## src/rtl/rps_pkg.sv

```systemverilog
package rps_pkg;
    typedef enum logic [1:0] {
        ST_IDLE  = 2'd0,
        ST_COUNT = 2'd1,
        ST_HELD  = 2'd2
    } ofs_state_e;
endpackage

```

## src/rtl/rps_diffractor.sv

```systemverilog
module rps_diffractor #(
    parameter int          N    = 2,
    parameter logic [N-1:0] TAPS = 2'b11
) (
    input  logic         clk,
    input  logic         rst,
    input  logic         seed_load,
    input  logic [N-1:0] seed,
    input  logic         step,
    output logic [N-1:0] state
);
    logic feedback;

    assign feedback = ^(state & TAPS);

    always_ff @(posedge clk) begin
        if (rst) begin
            state <= '0;
        end else if (seed_load) begin
            state <= seed;
        end else if (step) begin
            state <= {feedback, state[N-1:1]};
        end
    end
endmodule

```

## src/rtl/rps_offset_ctl.sv

```systemverilog
module rps_offset_ctl
    import rps_pkg::*;
#(
    parameter int N = 2
) (
    input  logic         clk,
    input  logic         rst,
    input  logic         seg_start,
    input  logic         run_begin,
    input  logic [N-1:0] load_val,
    output logic         active,
    output logic         observe
);
    ofs_state_e   st_q, st_n;
    logic [N-1:0] cnt_q, cnt_n;
    logic         reload;

    assign reload = seg_start && (run_begin || st_q != ST_IDLE);

    always_ff @(posedge clk) begin
        if (rst) begin
            st_q  <= ST_IDLE;
            cnt_q <= '0;
        end else begin
            st_q  <= st_n;
            cnt_q <= cnt_n;
        end
    end

    always_comb begin
        st_n  = st_q;
        cnt_n = cnt_q;
        if (reload) begin
            if (load_val == '0) begin
                st_n  = ST_HELD;
                cnt_n = '0;
            end else begin
                st_n  = ST_COUNT;
                cnt_n = load_val - 1'b1;
            end
        end else begin
            unique case (st_q)
                ST_IDLE:  st_n = ST_IDLE;
                ST_COUNT: begin
                    if (cnt_q == '0) begin
                        st_n = ST_HELD;
                    end else begin
                        cnt_n = cnt_q - 1'b1;
                    end
                end
                ST_HELD:  st_n = ST_HELD;
                default:  st_n = ST_IDLE;
            endcase
        end
    end

    always_comb begin
        active = (st_q != ST_IDLE);
        if (reload) begin
            observe = (load_val == '0);
        end else begin
            observe = (st_q == ST_COUNT) && (cnt_q == '0);
        end
    end
endmodule

```

## src/rtl/rom_row_part_sel.sv

```systemverilog
module rom_row_part_sel #(
    parameter int                  ROW_AW = 4,
    parameter logic [ROW_AW/2-1:0] TAPS   = 2'b11
) (
    input  logic                clk,
    input  logic                rst,
    input  logic [ROW_AW-1:0]   row_addr,
    input  logic                run_start,
    input  logic [ROW_AW/2-1:0] part_idx,
    input  logic [ROW_AW/2-1:0] group_idx,
    output logic                observe
);
    localparam int N = ROW_AW / 2;

    logic         seg_start;
    logic         run_begin;
    logic         active;
    logic [N-1:0] part_q;
    logic [N-1:0] diff_state;
    logic [N-1:0] diff_gated;
    logic [N-1:0] load_val;

    assign seg_start  = (row_addr[N-1:0] == '0);
    assign run_begin  = run_start && (row_addr == '0);
    assign diff_gated = diff_state & {N{~run_begin}};
    assign load_val   = run_begin ? part_idx : (part_q ^ diff_gated);

    always_ff @(posedge clk) begin
        if (rst) begin
            part_q <= '0;
        end else if (run_begin) begin
            part_q <= part_idx;
        end
    end

    rps_diffractor #(.N(N), .TAPS(TAPS)) u_diff (
        .clk       (clk),
        .rst       (rst),
        .seed_load (run_begin),
        .seed      (group_idx),
        .step      (seg_start && active && !run_begin),
        .state     (diff_state)
    );

    rps_offset_ctl #(.N(N)) u_ofs (
        .clk       (clk),
        .rst       (rst),
        .seg_start (seg_start),
        .run_begin (run_begin),
        .load_val  (load_val),
        .active    (active),
        .observe   (observe)
    );
endmodule

```

## config.mk

```make
export PLATFORM = sky130hd
export DESIGN_NAME = rom_row_part_sel
export DESIGN_NICKNAME = d
export VERILOG_FILES = /design/src/rtl/rps_pkg.sv /design/src/rtl/rps_diffractor.sv /design/src/rtl/rps_offset_ctl.sv /design/src/rtl/rom_row_part_sel.sv
export SDC_FILE = /design/constraint.sdc
export NUM_CORES = 1
export LEC_CHECK = 0
export ABC_AREA = 1
export BUFFER_PORTS_ARGS = -buffer_cell sky130_fd_sc_hd__buf_2
export CELL_PAD_IN_SITES_DETAIL_PLACEMENT = 0
export CELL_PAD_IN_SITES_GLOBAL_PLACEMENT = 1
export CORE_AREA = 5 5 50 48
export CTS_BUF_LIST = sky130_fd_sc_hd__clkbuf_4 sky130_fd_sc_hd__clkbuf_8 sky130_fd_sc_hd__clkbuf_16
export DETAILED_ROUTE_END_ITERATION = 7
export DIE_AREA = 0 0 55 53
export GPL_ROUTABILITY_DRIVEN = 0
export PLACE_DENSITY = 0.8
export SETUP_SLACK_MARGIN = 0.2
export SKIP_LAST_GASP = 1
export SLEW_MARGIN = 10
export SYNTH_ARGS = -nofsm -noshare
export SYNTH_HDL_FRONTEND = slang
export SYNTH_SLANG_ARGS = --single-unit
```

## constraint.sdc

```tcl
create_clock -name clk -period 1.6 [get_ports clk]
set_clock_uncertainty 0.15 [all_clocks]
set_input_delay 0.24 -clock clk [delete_from_list [all_inputs] [get_ports clk]]
set_output_delay 0.24 -clock clk [all_outputs]
set_load 0.02 [all_outputs]
```

==> results_dict.tcl, run 1 <==
set metrics [dict create \
    crit_type "input port to output pin" \
    ctsHtreeMaxLevel 1 \
    synthFlopType "dfxtp_1" \
    postSynthAreaPerCell_sq_um 7.09 \
    vias_per_cell 4.48 \
    tightest_slew_ps 212 \
    post-dp-hpwl_microns 1130 \
    grt_pass1_vias 614 \
    wl_per_cell_microns 10.7 \
    vias 658 \
    max_freq_mhz 601 \
    drtIter0Drc 4 \
    power_leakage_nw 0.473 \
    drc_errors 0 \
    grt_use_total_pct 12.1 \
    drt_pre_antenna_iters 5 \
    port_buffers 11 \
    ys_ff_latch 8 \
    report.final.setup_viol 1 \
    antenna_found_initial 0 \
    nets 138 \
    power_w 0.000457 \
    initial_utilization_pct 34.6 \
    finalHoldViolations 0 \
    cts-hold-fix-buffers 0 \
    overflow 0 \
    clk_pin_slew_ps 50 \
    syn2layout_area_growth_pct 61.3 \
    fin_ws_ps -62.8 \
    max_slew_margin_pct 85.7 \
    status "complete, but fails checks" \
    drt-total-wl_microns 1580 \
    antenna_cells 0 \
    die-height_microns 53 \
    rsz0062_at_grt "true" \
    ios 12 \
    clk_path_buf_depth 2 \
    crit_path_start_kind "input port" \
    async_flop_share_pct 0 \
    cts_tree "built" \
    clock_sinks 8 \
    drtAntennaViolNets 0 \
    finalCriticalPeriod_ps 1660 \
    cap_violations 0 \
    syn_area_sq_um 631 \
    yosysWarnings 0 \
    core_area_sq_mm 0.00182 \
    dieArea_sq_mm 0.00292 \
    fin_crit_sh_pct 104 \
    grt_pass1_wl_microns 2530 \
    timing.hold.ws_ps 58.2 \
    slew_viol_final 0 \
    num_rows 15 \
    path_max_fanout 7 \
    clock_latency_ps 260 \
    cp.arrival_ps 1270 \
    final_cells 147 \
    layout-drive-gt1-share_pct 59.8 \
    end_kind "output pin" \
    violations "setup timing" \
    synthCells 89 \
    cts_buffers 3 \
    syn_nets 103 \
    seq_area_frac_synth_pct 25.4 \
    worst_ep_required_time_ps 1210 \
    die_x_microns 55 \
    synth_edf_count 0 \
    tns_ps -62.8 \
    max-vdd-ir-drop_uv 340 \
    hold_class "input port to flip-flop" \
    power_density_mw_per_mm2 450 \
    grt_max_degree 8 \
    cts_root_buf "clkbuf_4" \
    fillers 177 \
    placed_cells 136 \
    synth_cell_types 20 \
]
stage by stage:
stage          utilization, %  area (sq um)  worst slack [ps]
2_1_floorplan               -           651               185
3_3_place_gp             45.0           820             -51.6
3_5_place_dp             45.0           820             -61.5
4_1_cts                  51.8           943             -82.5
5_1_grt                  55.9          1020              -138
6_report                 55.9          1020             -62.8
power by group:
| part | switching, W | total [W] | internal [W] |
|---|---|---|---|
| Sequential | 0.00000205 | 0.000205 | 0.000203 |
| Combinational | 0.0000479 | 0.0000941 | 0.0000462 |
| Clock | 0.0000724 | 0.000159 | 0.0000861 |
| Total | 0.000122 | 0.000457 | 0.000335 |
path summary, 6_finish.rpt:
path | startpoint | endpoint | slack (ps) | cells past startpoint
max | row_addr[3] | observe | -60 | 10
min | rst | u_ofs.cnt_q[0] | 60 | 2
max reg2reg | u_ofs.st_q[0] | u_ofs.cnt_q[0] | 110 | 12
min reg2reg | u_ofs.cnt_q[1] | u_ofs.cnt_q[1] | 390 | 2
worst max-delay path: stages:
cell and delay [ps]:
buf_2 110, nor2_4 150, nand3_4 160, nand2_2 110, nand2_1 70, nand2_1 60
nand2_1 80, nand3_4 100, nand2_4 50, buf_6 120
registers in the layout (all words and copies together), names as in the netlist:
name,cells
part_q,2
u_diff.state,2
u_ofs.cnt_q,2
u_ofs.st_q,2
synthesized netlist by cell type (2+ instances only):
library cell / number / share of area, %
nor2_4: 2 / 3.6
nand4_1: 3 / 3.0
o21ai_0: 2 / 1.6
o21ai_1: 3 / 2.4
nand2_2: 5 / 5.0
dfxtp_1: 8 / 25
a21oi_2: 3 / 4.2
inv_1: 14 / 8.3
nand2_1: 18 / 11
ha_1: 3 / 6.0
inv_2: 4 / 2.4
nand2_4: 3 / 5.4
nor2_1: 3 / 1.8
nand3_1: 9 / 7.1
a21oi_1: 3 / 2.4
nand3_2: 2 / 3.2
metal layers:
metal  up-vias  global-route usage (%)  share of wire (%)  wire length, microns
met5         -                       0                  0                     0
met4         0                    2.43               0.63                    10
met3         4                    5.07                3.1                    49
met2         7                    19.1                 51                   805
met1       295                    15.3                 45                   714
li1        352                       -                  -                     -
layout by cell type, fill, tap and decap left out, types with 2 or more instances in the layout:
cell type,synthesis,final
buf_4,0,16
nand2_1,18,14
inv_1,14,11
buf_2,0,10
nand2_2,5,6
nand3_1,9,6
inv_2,4,5
nand2_4,3,5
dfxtp_1,8,5
a21oi_2,3,4
buf_6,0,4
nor2_4,2,3
nand3_4,1,3
nand4_1,3,3
nand3_2,2,3
o21ai_1,3,3
clkbuf_4,0,3
dfxtp_2,0,3
a21oi_1,3,2
ha_4,0,2
logic make-up after synthesis:
kind of cell	Yosys count	share of synthesized area [%]
and+or+nand+nor	46	42.5
DFF	8	25.4
adders and majority gates	3	5.95
buffers and inverters	19	13.5
AOI/OAI and AO/OA	13	12.7
what timing repair did:
item / CTS / global route
hold endpoints to repair: 0 / 0
pin swaps: 5 / 8
setup buffers: 5 / 3
cloned: 0 / 0
setup endpoints to repair: 6 / 6
gates resized for setup: 17 / 16
area by class of cell:
class	count	area [sq um]	area share, %
clock buffer	3	22.5	2.21
inverter	19	92.6	9.10
multi-input combinational	62	492	48.3
sequential	8	164	16.1
tap	25	31.3	3.08
timing repair buffer	30	215	21.2
(Power assumes the default switching activity.)
==> inputs of run 2 (changes only) <==
==> constraint.sdc (replaced) <==
create_clock -name clk -period 1.9 [get_ports clk]
set_clock_uncertainty 0.15 [all_clocks]
set_input_delay 0.285 -clock clk [delete_from_list [all_inputs] [get_ports clk]]
set_output_delay 0.285 -clock clk [all_outputs]
set_load 0.02 [all_outputs]
==> run 2 against run 1 <==
Effect of this change:
- the flow now finishes without violations
- combinational power decreased by 13%
- final cell count stayed put
- sequential power decreased by 16%
- register-to-register slack improved by 230 ps
- design area fell by 3.2%
- sequential share of layout area increased by 0.41 points
- largest power group unchanged
- hold slack gained 51 ps
- wire length up 1.5%
- clock power shrank 16%
- critical endpoint unchanged
- die area is the same
- largest cell class unchanged
- critical path depth shrank 1
- non-clock buffer count unchanged
==> results_dict.tcl, run 2 (synthesized netlist as in run 1, its figures left out) <==
set metrics [dict create \
    use_met2_pct 21.5 \
    crit_buf_inv 4 \
    clk_pin_slew_ps 60 \
    max-vdd-ir-drop_uv 247 \
    die-height_microns 53 \
    crit_family "flip-flops" \
    cts_buffers 3 \
    grt_pass1_vias 667 \
    initial_utilization_pct 34.6 \
    report.final.setup_viol 0 \
    multiInputGateArea_sq_um 448 \
    power_w 0.000388 \
    overflow 0 \
    grt_pass1_wl_microns 2780 \
    grt_busiest_layer "met2" \
    crit_type "flip-flop to output pin" \
    power_density_mw_per_mm2 394 \
    max_freq_mhz 583 \
    post-dp-hpwl_microns 1080 \
    antenna_found_initial 0 \
    grt_use_met1_pct 15.3 \
    layout_commonest_cell "buf_4" \
    clock_latency_ps 260 \
    crit_path_start_kind "flip-flop" \
    dieArea_sq_mm 0.00292 \
    cts_root_buf "clkbuf_4" \
    tns_ps 0 \
    drtIter0Drc 10 \
    grt_use_met3_pct 6.48 \
    drc_errors 0 \
    cts_tree "built" \
    status "completed" \
    power_leakage_nw 0.483 \
    ctsHtreeMaxLevel 1 \
    grt_max_degree 8 \
    final_cells 147 \
    worst_ep_required_time_ps 1460 \
    placed_cells 126 \
    fin_crit_sh_pct 90.3 \
    max_slew_margin_pct 85.7 \
    port_buffers 11 \
    core_area_sq_mm 0.00182 \
    max_stage_delay_ps 340 \
    seqCellArea_sq_um 163 \
    reg2reg_slack_ps 340 \
    grt_use_total_pct 13.5 \
    final_cell_mix "buf_4 (17), nand2_1 (14), inv_1 (12)" \
    cp.arrival_ps 1280 \
    path_max_fanout 4 \
    fillers 181 \
    syn2layout_area_growth_pct 56.2 \
    ios 12 \
    rsz0062_at_grt "true" \
    drtAntennaViolNets 0 \
    antenna_cells 0 \
    slew_viol_final 0 \
    finalCriticalPeriod_ps 1720 \
    num_rows 15 \
    drt-total-wl_microns 1600 \
    layout-drive-gt1-share_pct 54.1 \
    clk_path_buf_depth 2 \
    wl_per_cell_microns 10.9 \
    vias 678 \
    tightest_slew_ps 213 \
    die_x_microns 55 \
    drt_pre_antenna_iters 4 \
    timing.hold.ws_ps 109 \
    hold_class "input port to flip-flop" \
    end_kind "output pin" \
    cap_violations 0 \
    finalHoldViolations 0 \
    nets 138 \
    vias_per_cell 4.61 \
    slowest_stage "dfxtp_2" \
    clock_sinks 8 \
    path_cells "inv_4, ha_4, inv_4, nand2_4, nand2_4, inv_2, nand3_2, nand2_2, buf_6" \
]
==> run 2: metrics by stage <==
stage               setup slack, ps  util [%]  cell area (sq um)
detailed placement              131      39.8                724
global placement                142      39.8                724
global route                    108      54.1                985
floorplan                       354         -                631
CTS                             188      49.2                896
finish                          183      54.1                985
==> run 2: path summary, 6_finish.rpt <==
| path | from | to | cells after the start |
|---|---|---|---|
| worst min-delay path | rst | u_ofs.cnt_q[0] | 2 |
| worst max register to register | part_q[0] | u_ofs.st_q[0] | 11 |
| worst max-delay path | u_ofs.st_q[1] | observe | 9 |
| worst min register to register | u_ofs.cnt_q[1] | u_ofs.cnt_q[1] | 2 |
==> run 2: power by group <==
| part | internal (W) | total, W | leakage, nW | switching (W) |
|---|---|---|---|---|
| combinational | 0.0000432 | 0.0000823 | 0.403 | 0.0000391 |
| clock | 0.0000725 | 0.000133 | 0.0138 | 0.0000605 |
| sequential | 0.000171 | 0.000173 | 0.0656 | 0.00000199 |
| total | 0.000286 | 0.000388 | 0.483 | 0.000102 |
==> run 2: routing by layer <==
layer | up-vias | part of all wire (%)
met5 | - | 0
met4 | 0 | 1.3
met3 | 4 | 4.3
met2 | 9 | 50
met1 | 311 | 44
li1 | 354 | -
==> run 2: cell type report <==
class                      count  area share (%)
multi-input combinational     62            45.5
tap                           25            3.18
timing repair buffer          30            23.4
inverter                      19            9.15
sequential                     8            16.5
clock buffer                   3            2.29
==> run 2: timing repair <==
| action | CTS | global route |
|---|---|---|
| pin swaps | 10 | 10 |
| hold buffers | 0 | 0 |
| buffers inserted | 14 | 4 |
| setup endpoints to repair | 1 | 2 |
| gates resized for setup | 12 | 14 |
